===== src/rtl/zgrp_pkg.sv =====
package zgrp_pkg;
  localparam logic [13:0] OPC_HI = 14'b11000000000011;

  typedef enum logic [1:0] {
    GSEL_NONE = 2'b00,
    GSEL_ONE  = 2'b01,
    GSEL_TWO  = 2'b10,
    GSEL_FOUR = 2'b11
  } gsel_e;
endpackage


===== src/rtl/zgrp_decode.sv =====
module zgrp_decode
  import zgrp_pkg::*;
#(
  parameter int VL_W       = 9,
  parameter int MIN_VL_LOG = 4,
  parameter int MAX_VL_LOG = 8,
  parameter int LOG_W      = 4
) (
  input  logic [31:0]      insn,
  input  logic             feat_en,
  input  logic [VL_W-1:0]  vl,
  output logic             ok,
  output logic [1:0]       ngrp_log,
  output logic [3:0]       imm,
  output logic [LOG_W-1:0] stride_log,
  output logic [3:0]       reg_num
);
  logic             fixed_ok, form_ok, vl_pow2, vl_range_ok, stride_ok;
  logic [LOG_W-1:0] vl_log, rows_log;

  assign reg_num = {2'b10, insn[14:13]};

  always_comb begin
    fixed_ok = (insn[31:18] == OPC_HI) && !insn[17] && (insn[12:3] == 10'd0);
    ngrp_log = 2'd0;
    imm      = 4'd0;
    form_ok  = 1'b0;
    case (gsel_e'(insn[16:15]))
      GSEL_ONE:  begin ngrp_log = 2'd0; imm = {insn[2:0], 1'b0};       form_ok = 1'b1;     end
      GSEL_TWO:  begin ngrp_log = 2'd1; imm = {1'b0, insn[1:0], 1'b0}; form_ok = !insn[2]; end
      GSEL_FOUR: begin ngrp_log = 2'd2; imm = {1'b0, insn[1:0], 1'b0}; form_ok = !insn[2]; end
      default:   begin ngrp_log = 2'd0; imm = 4'd0;                    form_ok = 1'b0;     end
    endcase
  end

  always_comb begin
    vl_log = '0;
    for (int i = 0; i < VL_W; i++)
      if (vl[i]) vl_log = LOG_W'(i);
  end

  assign vl_pow2     = (vl != '0) && ((vl & (vl - VL_W'(1))) == '0);
  assign vl_range_ok = (vl_log >= LOG_W'(MIN_VL_LOG)) && (vl_log <= LOG_W'(MAX_VL_LOG));
  assign rows_log    = vl_log - LOG_W'(3);
  assign stride_ok   = rows_log > LOG_W'(ngrp_log);
  assign stride_log  = rows_log - LOG_W'(ngrp_log);
  assign ok          = feat_en && fixed_ok && form_ok && vl_pow2 && vl_range_ok && stride_ok;
endmodule


===== src/rtl/zgrp_rowgen.sv =====
module zgrp_rowgen #(
  parameter int ROW_W = 5,
  parameter int LOG_W = 4
) (
  input  logic             clk,
  input  logic             rst_n,
  input  logic             load,
  input  logic [ROW_W-1:0] start_row,
  input  logic [LOG_W-1:0] stride_log,
  input  logic [1:0]       ngrp_log,
  input  logic             out_ready,
  output logic             out_valid,
  output logic [ROW_W-1:0] out_row,
  output logic             last_fire
);
  logic             active;
  logic [ROW_W-1:0] base;
  logic [LOG_W-1:0] s_log;
  logic [1:0]       g_log;
  logic [2:0]       k;
  logic [2:0]       k_last;
  logic             fire;

  assign k_last    = 3'((4'd2 << g_log) - 4'd1);
  assign fire      = active && out_ready;
  assign last_fire = fire && (k == k_last);
  assign out_valid = active;
  assign out_row   = base + (ROW_W'(k[2:1]) << s_log) + ROW_W'(k[0]);

  always_ff @(posedge clk) begin
    if (!rst_n) begin
      active <= 1'b0;
      base   <= '0;
      s_log  <= '0;
      g_log  <= '0;
      k      <= '0;
    end else if (load) begin
      active <= 1'b1;
      base   <= start_row;
      s_log  <= stride_log;
      g_log  <= ngrp_log;
      k      <= '0;
    end else if (fire) begin
      if (k == k_last) active <= 1'b0;
      else             k      <= k + 3'd1;
    end
  end

  AST_LOAD_IDLE: assert property (@(posedge clk) disable iff (!rst_n)
    load |-> !active);
  AST_ROW_HOLD: assert property (@(posedge clk) disable iff (!rst_n)
    out_valid && !out_ready |=> out_valid && $stable(out_row));
  AST_PAIR_ADJ: assert property (@(posedge clk) disable iff (!rst_n)
    fire && !k[0] |=> out_valid && out_row == $past(out_row) + ROW_W'(1));
  AST_ROW_RANGE: assert property (@(posedge clk) disable iff (!rst_n)
    out_valid |-> (ROW_W + 1)'(out_row) < ((ROW_W + 1)'(1) << (s_log + LOG_W'(g_log))));
endmodule


===== src/rtl/zgrp_clear_seq.sv =====
module zgrp_clear_seq #(
  parameter int VL_W       = 9,
  parameter int MIN_VL_LOG = 4,
  parameter int MAX_VL_LOG = 8
) (
  input  logic                    clk,
  input  logic                    rst_n,
  input  logic                    req_valid,
  output logic                    req_ready,
  input  logic [31:0]             req_insn,
  input  logic                    req_feat_en,
  input  logic [31:0]             req_idx_val,
  input  logic [VL_W-1:0]         req_vl_bytes,
  output logic [3:0]              idx_reg_num,
  output logic                    busy,
  output logic                    clr_valid,
  input  logic                    clr_ready,
  output logic [MAX_VL_LOG-4:0]   clr_row,
  output logic                    done,
  output logic                    undef
);
  localparam int ROW_W = MAX_VL_LOG - 3;
  localparam int LOG_W = $clog2(MAX_VL_LOG + 1);

  logic             dec_ok, accept, last_fire;
  logic [1:0]       ngrp_log;
  logic [3:0]       imm;
  logic [LOG_W-1:0] stride_log;
  logic [ROW_W-1:0] sum, mask, start_row;

  zgrp_decode #(
    .VL_W(VL_W), .MIN_VL_LOG(MIN_VL_LOG), .MAX_VL_LOG(MAX_VL_LOG), .LOG_W(LOG_W)
  ) u_dec (
    .insn(req_insn), .feat_en(req_feat_en), .vl(req_vl_bytes),
    .ok(dec_ok), .ngrp_log(ngrp_log), .imm(imm),
    .stride_log(stride_log), .reg_num(idx_reg_num)
  );

  assign sum       = req_idx_val[ROW_W-1:0] + ROW_W'(imm);
  assign mask      = (ROW_W'(1) << stride_log) - ROW_W'(1);
  assign start_row = (sum & mask) & ~ROW_W'(1);

  assign req_ready = !busy;
  assign accept    = req_valid && req_ready;

  zgrp_rowgen #(.ROW_W(ROW_W), .LOG_W(LOG_W)) u_gen (
    .clk(clk), .rst_n(rst_n), .load(accept && dec_ok),
    .start_row(start_row), .stride_log(stride_log), .ngrp_log(ngrp_log),
    .out_ready(clr_ready), .out_valid(clr_valid), .out_row(clr_row),
    .last_fire(last_fire)
  );

  assign busy = clr_valid;

  always_ff @(posedge clk) begin
    if (!rst_n) begin
      done  <= 1'b0;
      undef <= 1'b0;
    end else begin
      done  <= last_fire;
      undef <= accept && !dec_ok;
    end
  end

  AST_ONE_RESULT: assert property (@(posedge clk) disable iff (!rst_n)
    !(done && undef));
  AST_UNDEF_NO_CLEAR: assert property (@(posedge clk) disable iff (!rst_n)
    undef |-> !clr_valid);
  AST_DONE_AFTER_LAST: assert property (@(posedge clk) disable iff (!rst_n)
    done |-> $past(clr_valid && clr_ready) && !clr_valid);
  AST_REG_RANGE: assert property (@(posedge clk) disable iff (!rst_n)
    idx_reg_num >= 4'd8 && idx_reg_num <= 4'd11);
endmodule


===== config.mk =====
export PLATFORM = sky130hd
export DESIGN_NAME = zgrp_clear_seq
export DESIGN_NICKNAME = d
export VERILOG_FILES = /design/src/rtl/zgrp_pkg.sv /design/src/rtl/zgrp_decode.sv /design/src/rtl/zgrp_rowgen.sv /design/src/rtl/zgrp_clear_seq.sv
export SDC_FILE = /design/constraint.sdc
export NUM_CORES = 1
export LEC_CHECK = 0
export BUFFER_PORTS_ARGS = -buffer_cell sky130_fd_sc_hd__clkbuf_2
export CAP_MARGIN = 20
export CORE_MARGIN = 5
export CORE_UTILIZATION = 44
export DETAILED_ROUTE_END_ITERATION = 16
export PLACE_DENSITY = 0.8
export SYNTH_ARGS = -nofsm -noshare
export SYNTH_HDL_FRONTEND = slang
export SYNTH_SLANG_ARGS = --single-unit
export TNS_END_PERCENT = 50

===== constraint.sdc =====
create_clock -name clk -period 4.5 [get_ports clk]
set_clock_uncertainty 0.05 [all_clocks]
set_input_delay 0.9 -clock clk [delete_from_list [all_inputs] [get_ports clk]]
set_output_delay 0.9 -clock clk [all_outputs]
set_load 0.01 [all_outputs]

* After elaboration in Yosys (flattened, before gate mapping)
Cells that the tools add are included.
** Cells by class
- $add $sub $neg :: 9
- Magnitude comparators :: 3
- Equal/unequal tests :: 5
- Shift-type cells :: 3
- Muxes and demuxes :: 14
- Bitwise operators :: 4
- Reductions and logical operators :: 27
** Operator list (number)
- 14-bit == test, second input constant :: 1
- 1-bit logical AND :: 14
- 3-bit 2-to-1 mux :: 4
- 10-bit logical NOT :: 1
- 9-bit bitwise AND :: 1
- 9-bit logical NOT :: 1
- 9-bit nonzero test :: 1
- 9-bit by 1-bit subtractor with 9-bit output, second input constant :: 1
- 4-bit one-hot mux with 2 select lines :: 1
- 5-bit by 1-bit adder with 5-bit output :: 1
- 5-bit by 4-bit adder with 5-bit output :: 1
- 5-bit adder :: 1
- 5-bit bitwise AND :: 1
- 1-bit by 4-bit << shifter with 5-bit output, first input constant :: 1
- 2-bit by 4-bit << shifter with 5-bit output :: 1
- 5-bit by 2-bit subtractor with 5-bit output, second input constant :: 1
- 2-bit == test, second input constant :: 2
- 4-bit by 3-bit greater-or-equal comparator with 1-bit output, second input constant :: 1
- 4-bit by 2-bit > comparator with 1-bit output :: 1
- 4-bit less-or-equal comparator, second input constant :: 1
- 1-bit logical NOT :: 4
- 1-bit 2-to-1 mux :: 4
- 2-bit 2-to-1 mux :: 2
- 4-bit 2-to-1 mux :: 1
- other kinds (13) :: 17
** Word-level totals
- Register bits after elaboration :: 16
- Input port bits :: 78
- Logic and storage cells :: 72

* Longest topological paths before layout
Gate-level depths: netlist of run 1.
- Depth after elaboration :: 15
- Gate-level depth with buffers :: 18

* Hierarchy
From an unflattened synthesis of run 1, not the netlist that was laid out.
** Second synthesis, totals
- Cells, all modules :: 203
- Area total of the unflattened synthesis :: 1665.3 um^2
** By module, submodules not included
- zgrp_rowgen :: instances 1, cells each 94, area each 873.3 um^2, seq. area each 300.3 um^2
- zgrp_decode :: instances 1, cells each 73, area each 493.0 um^2, seq. area each 0.0 um^2
- zgrp_clear_seq :: instances 1, cells each 36, area each 299.0 um^2, seq. area each 40.0 um^2

* Least setup slack after synthesis of run 1
No wires, ideal clock.
- Path kind :: input-to-reg
- Start :: in req_vl_bytes[1]
- End :: reg u_gen.base[4]
- Setup time :: 0.101 ns
- Data arrival time :: 3.656 ns
- Data required time :: 4.349 ns
- Slack :: 0.693 ns
- Stages on the path :: 17
- Path through :: nor2b_1 o21ai_0 a21oi_1 nor2_1 nor2_1 ha_1 fa_1 nor3_1 a41o_1 nor2b_1 o22ai_1 nand3b_1 ha_1 nor3b_1 o2111a_1 a211oi_1 o41ai_1
** Between the ends
- Longest elaborated chain between the ends :: 13
- Elaborated cells on any way between the ends :: 26
- Classes of those cells :: add/sub: 4; order compare: 3; shift: 1; mux: 8; bitwise: 2; reduce/logical: 8
** Ends and longest elaborated chain
- from (decl) :: RTL line zgrp_clear_seq.sv:13 : input logic [VL_W-1:0] req_vl_bytes,
- 1-bit 2-to-1 mux :: RTL line zgrp_decode.sv:39 : if (vl[i]) vl_log = LOG_W'(i);
- 2-bit 2-to-1 mux (2 in series) :: RTL line zgrp_decode.sv:39
- 3-bit 2-to-1 mux (4 in series) :: RTL line zgrp_decode.sv:39
- 4-bit 2-to-1 mux :: RTL line zgrp_decode.sv:39
- 4-bit by 2-bit subtractor with 4-bit output, or another cell as far along :: RTL line zgrp_decode.sv:44 : assign rows_log = vl_log - LOG_W'(3);
- 4-bit by 2-bit subtractor with 4-bit output / 1-bit logical AND (equally long branches) :: RTL line zgrp_decode.sv:46, zgrp_decode.sv:43
- 1-bit by 4-bit << shifter with 5-bit output / 1-bit logical AND (equally long branches) :: RTL line zgrp_clear_seq.sv:40, zgrp_decode.sv:47
- 5-bit by 2-bit subtractor with 5-bit output / 1-bit logical AND (equally long branches) :: RTL line zgrp_clear_seq.sv:40, zgrp_decode.sv:47
- 5-bit bitwise AND / 1-bit logical AND (equally long branches) :: RTL line zgrp_clear_seq.sv:41, zgrp_clear_seq.sv:47
- to (signal assigned) :: RTL line zgrp_rowgen.sv:39 : base <= start_row;
- to (decl) :: RTL line zgrp_rowgen.sv:17 : logic [ROW_W-1:0] base;
Several ways; a longest one is shown, not always the timed one.
A chain may end at the register's enable or synchronous reset.

* Worst setup path after layout of run 1
Ends and elaborated chain as after synthesis.

==> results of run 1 <==
==> power groups by stage <==
stage          Sequential [mW]  Clock, mW  Combinational [mW]
3_3_place_gp             0.145          0               0.112
3_5_place_dp             0.145          0               0.114
4_1_cts                  0.142     0.0964               0.114
5_1_grt                  0.142      0.101               0.129
6_report                 0.142     0.0938               0.114
2_1_floorplan            0.146          0              0.0751
==> through the flow <==
stage,utilization,power (mW),std cells,hold slack (ns),instance area (µm²)
floorplan,-,0.2207,202,0.3941,1590
global placement,0.5513,0.2569,297,0.4126,1883
detailed placement,0.5513,0.2595,297,0.4203,1883
CTS,0.5619,0.3529,301,0.4341,1919
global route,0.5619,0.3719,301,0.4614,1919
finish,0.5619,0.3497,301,0.4307,1919
==> tightest hold or removal path, cell delays in order (launching register included) <==
cell and delay [ns]:
dfxtp_1 0.33, nand2_1 0.06, a21oi_1 0.05
==> layout make-up <==
type	instances	area, µm²	share of cell area
Inverter	15	56.30	0.02934
Tap cell	46	57.56	0.02999
Sequential cell	16	320.3	0.1669
Multi-Input combinational cell	163	1164	0.6063
Timing Repair Buffer	57	285.3	0.1486
Clock buffer	4	36.28	0.01890
==> registers in the layout, indices dropped and copies added, names as in the netlist <==
signal,flops
done,1
u_gen.base,4
u_gen.g_log,2
u_gen.k,3
u_gen.out_valid,1
u_gen.s_log,4
undef,1
==> routing by layer <==
metal | wire length, µm | share of wire | vias up | global-route usage
met5 | 0 | 0 | - | 0
met4 | 40 | 0.011 | 0 | 0.04468
met3 | 285 | 0.077 | 4 | 0.02582
met2 | 1753 | 0.47 | 68 | 0.2634
met1 | 1631 | 0.44 | 710 | 0.1969
li1 | - | - | 839 | -
==> cell families (layout without fill, tap and decap cells) <==
| kind of cell | after synthesis | count (layout) | share of synthesized area |
|---|---|---|---|
| multiplexers | 6 | 6 | 0.03855 |
| AO/OA/AOI/OAI | 44 | 44 | 0.1865 |
| buffers and inverters | 23 | 76 | 0.06688 |
| other | 2 | 2 | 0.004722 |
| flip-flops | 16 | 16 | 0.2014 |
| AND/OR/NAND/NOR | 85 | 85 | 0.3092 |
| adder cells (fa/ha/maj) | 15 | 15 | 0.1322 |
| XOR/XNOR | 11 | 11 | 0.06058 |
==> Yosys cell counts (2+ instances only) <==
library cell and instances:
or4_1 2, a21o_1 3, nand2_1 15, or2_2 3
nand4_1 3, a211oi_1 4, mux2i_1 5, nor2b_1 6
buf_4 5, xnor2_1 5, xor2_1 6, ha_1 12
o31ai_1 2, a21oi_1 13, nor4_1 7, and3_1 5
dfxtp_1 16, nand3_1 6, nor3_1 6, nand4b_1 2
nor2_1 17, fa_1 3, and2_1 2, clkbuf_1 2
o41ai_1 3, o211ai_1 2, nand3b_1 2, inv_1 15
or3_1 2, conb_1 2, o21ai_0 8
==> worst paths after layout <==
kind | slack, ns | startpoint | depth (start not counted) | end
max | 0.47 | req_vl_bytes[1] | 18 | u_gen.base[4]
min | 0.43 | u_gen.g_log[1] | 2 | u_gen.g_log[1]
max reg2reg | 2.90 | u_gen.out_valid | 4 | u_gen.base[1]
min reg2reg | 0.43 | u_gen.g_log[1] | 2 | u_gen.g_log[1]
==> flow_summary.toml, run 1 <==
[status]
outcome = "finished, final reports clean"

[final_layout]
fillers = 351
final_cell_mix = "57 x clkbuf_2, 17 x nor2_1, 16 x dfxtp_1"
nets = 349
area.growth.synth_to_final_pct = 20.69
antenna_cells = 0
final_common_cell = "clkbuf_2"
drive_above_1_share = 0.2824

[clocking]
cts_setup_buffers = 0
cts.sinks = 16
tritoncts = "done"
numCtsBuffers = 3
holdBufCountCts = 0
ctsResizeCount = 0
htreeDepth = 1
cts_root_buf = "clkbuf_4"
clkSlewWorstSetupHoldPaths_ns = 0.09
clock_path_buffers = 2
clock_latency_ns = 0.29

[floorplanning]
num_rows = 21
ios = 92
start_util = 0.4656
die-area_mm2 = 0.004917
die_h_um = 70.12
core-area_mm2 = 0.003416
die_x_um = 70.12

[synth]
avgSynthCellArea_um2 = 7.873
synth_edf_count = 0
yosys.area.top_type = "dfxtp_1"
synth_top_flop_cell = "dfxtp_1"
synth_seq_cells = 16
synth.distinct_cells = 49
ys_seq_area_frac = 0.2014
synthArstFlopShare = 0
yosysTopAreaCellShare = 0.2014
syn-num-nets = 295
syn_inst = 202
syn_area_mm2 = 0.001590
yosys_warnings = 0
synth.area.top_cells = "dfxtp_1 20%, ha_1 9.4%, a21oi_1 4.1%, nor2_1 4.0%, fa_1 3.8%"

[place]
place_ws_ns = 0.1921
io_buffers = 57
dp.final_hpwl_mm = 3.244
globalplace.congestion = 0.7989

[timing]
setup_violations = 0
fin_ws_ns = 0.4700
min_period_ns = 4.030
finalMaxSlewViolations = 0
fmax_ghz = 0.2481
fin_crit_sh = 0.8956
fin_tns_setup_ns = 0
rsz0062_at_grt = "false"
hold_violations = 0

[routing]
viasPerCell = 5.385
firstDrtPassIters = 4
vias = 1621
routed_wl_mm = 3.712
ant_nets = 0
wl_per_cell_um = 12.33
drc_errors = 0
drt_iter0_drc = 50

[global_route]
grt-ovfl-total = 0
grt_use_total = 0.1539
grt_pass1_wl_mm = 6.472
antenna_found_initial = 0
grt_pass1_vias = 1594
grt_max_degree = 19

[power]
p_leak_nw = 0.9460
ir_drop_mv = 0.1147
switching_share = 0.3064
p_sw_uw = 107.2
p_per_area_mw_per_mm2 = 182.2
power_frac_seq = 0.406
pwr-share-clk = 0.268
internal_power_uw = 242.6
combPwrFrac = 0.326

[worst_hold_path]
hold_class = "flip-flop to flip-flop"

[worst_setup_path]
endpoint_kind = "flip-flop"
cp_top_family = "compound AO/OA/AOI/OAI gates"
path_class = "input pin to flip-flop"
critPathMaxFanout = 5
cp-start-kind = "input pin"
crit_buf_inv = 1
crit_slowest_cell = "ha_1"
cp_cell_sequence = "clkbuf_2 > nor2b_1 > o21ai_0 > a21oi_1 > nor2_1 > nor2_1 > ha_1 > ha_1 > nor2b_1 > o2111ai_1 > nor2b_1 > o22ai_1 > nand3b_1 > ha_1 > nor3b_1 > o2111a_1 > a211oi_1 > o41ai_1"
worstPathArrival_ns = 4.17
cpPeakStageDelay_ns = 0.32
crit_required_ns = 4.64

[run]
maxCapViolations = 0
Power figures use the tool's default switching activity.
==> run 2, diff against run 1 <==
Settings changed: CORE_UTILIZATION 44 to 45, CTS_BUF_LIST set to sky130_fd_sc_hd__clkbuf_16, PLACE_DENSITY 0.8 to 0.81, SYNTH_HIERARCHICAL set to 1.
==> run 2 against run 1 <==
Effect of this change:
- non-clock buffer count is 2 higher
- synthesized cell count is 0.50% higher
- wire length is 1.3% lower
- clock-buffer cell count is 1 lower
- final cell count is 1.3% higher
- synthesized area is 4.7% higher
- maximum frequency is 5.8% higher
- register-to-register slack better by 0.11 ns
- worst setup slack better by 0.22 ns
- highest routed layer unchanged
- critical endpoint is now u_gen/base[2]
- combinational power is 5% lower
- clock power is 87% higher
==> flow_summary.toml, run 2 <==
[status]
outcome = "finished, final reports clean"

[place]
dp.final_hpwl_mm = 3.059
globalplace.congestion = 0.8387
io_buffers = 58
placed_cells = 301
place_ws_ns = 0.4504
placed_cell_area_mm2 = 0.001966

[global_route]
grt_max_degree = 16
grt_use_total = 0.1509
grt_pass1_vias = 1647
antenna_found_initial = 0
grt-ovfl-total = 0
grt_pass1_wl_mm = 6.313

[timing]
min_period_ns = 3.810
setup_violations = 0
fin_ws_ns = 0.6897
fin_tns_setup_ns = 0
relSlewSlack = 0.5323
fin_crit_sh = 0.8467
finalMaxSlewViolations = 0
fmax_ghz = 0.2625
hold_violations = 0
rsz0062_at_grt = "false"
hold_ws_ns = 0.4745
worst_slew_pin_slew_ns = 0.6993

[clocking]
cts_root_buf = "clkbuf_16"
cts_setup_buffers = 0
tritoncts = "done"
holdBufCountCts = 0
clkSlewWorstSetupHoldPaths_ns = 0.05
cts.sinks = 17
ctsResizeCount = 0
clock_latency_ns = 0.25
htreeDepth = 1
clock_path_buffers = 2
numCtsBuffers = 3

[worst_setup_path]
path_class = "input pin to flip-flop"
r2r-start = "u_gen/k[1]"
worstPathArrival_ns = 3.90
critPathMaxFanout = 5
critical_path.endpoint = "u_gen/base[2]"
crit_required_ns = 4.59
ff2ff_setup_slack_ns = 3.01
reg2reg_depth = 4
cp-start-kind = "input pin"
rr_endpoint = "u_gen/k[2]"
startpoint = "req_vl_bytes[1]"
endpoint_kind = "flip-flop"

[synth]
synth_common_cells = "19 x nor2b_1, 17 x dfxtp_1, 16 x nor2_1, 15 x inv_1, 13 x a21oi_1"
synth.area.top_cells = "dfxtp_1 20%, ha_1 8.3%, mux2i_1 7.2%, nor2b_1 7.1%, fa_1 4.8%"
ys_seq_area_frac = 0.2044
yosys.area.top_type = "dfxtp_1"
syn_inst = 203
syn_area_mm2 = 0.001665
avgSynthCellArea_um2 = 8.204
synth_seq_cells = 17
synthMostInstantiatedCell = "nor2b_1"
synth_top_flop_cell = "dfxtp_1"
yosys_warnings = 6
synth.distinct_cells = 51
synth_edf_count = 0
synthArstFlopShare = 0
yosysTopAreaCellShare = 0.2044

[power]
power_frac_seq = 0.348
internal_power_uw = 321.4
pwr-share-clk = 0.403
p_sw_uw = 113.7
p_leak_nw = 0.9139
combPwrFrac = 0.249
p_per_area_mw_per_mm2 = 212.8
total_power_uw = 435.0
ir_drop_mv = 0.1103
switching_share = 0.2612

[routing]
viasPerCell = 5.289
drc_errors = 0
routed_wl_mm = 3.664
drt_iter0_drc = 58
ant_nets = 0
wl_per_cell_um = 12.01
vias = 1613
firstDrtPassIters = 4

[final_layout]
area.growth.synth_to_final_pct = 22.76
nets = 351
largest-register = "u_gen/base"
final_cell_mix = "58 x clkbuf_2, 19 x nor2b_1, 17 x dfxtp_1"
final_util = 0.5627
top_regs = "u_gen/base (5), u_gen/s_log (4), u_gen/k (3)"
antenna_cells = 0
drive_above_1_share = 0.2802
final_cell_area_mm2 = 0.002044
fin_cells = 305
final_common_cell = "clkbuf_2"
largest_reg_flops = 5

[floorplanning]
num_rows = 22
core-area_mm2 = 0.003633
die-area_mm2 = 0.005018
die_x_um = 70.84
die_h_um = 70.84
ios = 92
start_util = 0.4583

[worst_hold_path]
hold_depth = 2
hold_class = "flip-flop to flip-flop"

[run]
maxCapViolations = 0
## run 2: cell count changes after synthesis, moves of 3 or more
cell,change
o41ai_1,-3
or2_2,-3
mux2i_1,+7
a211oi_1,-4
nor4b_1,+3
o21ai_1,+4
o21a_1,+3
o21ai_0,-3
nand2_1,-7
nand3_1,-5
nor4b_2,+3
nor4_1,-4
nor2b_1,+13
## run 2: worst min path at each step
stage / from / end / slack, ns
final: u_gen/base[0] / u_gen/base[0] / 0.47
after global routing: u_gen/base[0] / u_gen/base[0] / 0.50
after global placement: u_gen/base[0] / u_gen/base[0] / 0.45
after detailed placement: u_gen/base[0] / u_gen/base[0] / 0.46
after floorplan: u_gen/base[0] / u_gen/base[0] / 0.43
after CTS: u_gen/base[0] / u_gen/base[0] / 0.48
## run 2: worst max-delay path, cell delays in order
cell and delay, ns:
clkbuf_2 0.12, nor2b_1 0.19, o21bai_1 0.09, a21oi_1 0.18, nor2_1 0.06, nor2_1 0.14, ha_1 0.27, ha_1 0.29
nor2b_1 0.15, o311ai_0 0.27, o32ai_1 0.23, nor3_1 0.28, nand2_1 0.09, ha_1 0.21, xnor2_1 0.19, nor3_2 0.06
mux2i_1 0.13, nor2b_1 0.06
## run 2: cell type report
class                   count  area, µm²
flip-flops and latches     17      340.3
clock buffers               3      75.07
multi-input cells         162       1211
fillers                   367       1589
inverters                  15      56.30
clock inverters             1      3.754
repair buffers             59      297.8
well taps                  48      60.06
## run 2: power groups by stage
stage	clock, mW	sequential [mW]	combinational [mW]
finish	0.175	0.151	0.108
CTS	0.182	0.151	0.109
floorplan	0	0.155	0.0719
detailed placement	0	0.154	0.109
global route	0.186	0.151	0.123
global placement	0	0.154	0.105
## run 2: cells by family after synthesis
group	synth area share
AO/OA/AOI/OAI	0.1420
XOR/XNOR	0.04733
adder cells (fa/ha/maj)	0.1307
buffers and inverters	0.07062
flip-flops	0.2044
multiplexers	0.07213
other	0.006761
AND/OR/NAND/NOR	0.3261
## run 2: metal layers
layer / GRT usage / vias to the layer above / part of all wire
met3: 0.03267 / 7 / 0.069
li1: - / 825 / -
met5: 0 / - / 0
met1: 0.1613 / 725 / 0.44
met2: 0.2842 / 56 / 0.48
met4: 0.06054 / 0 / 0.017
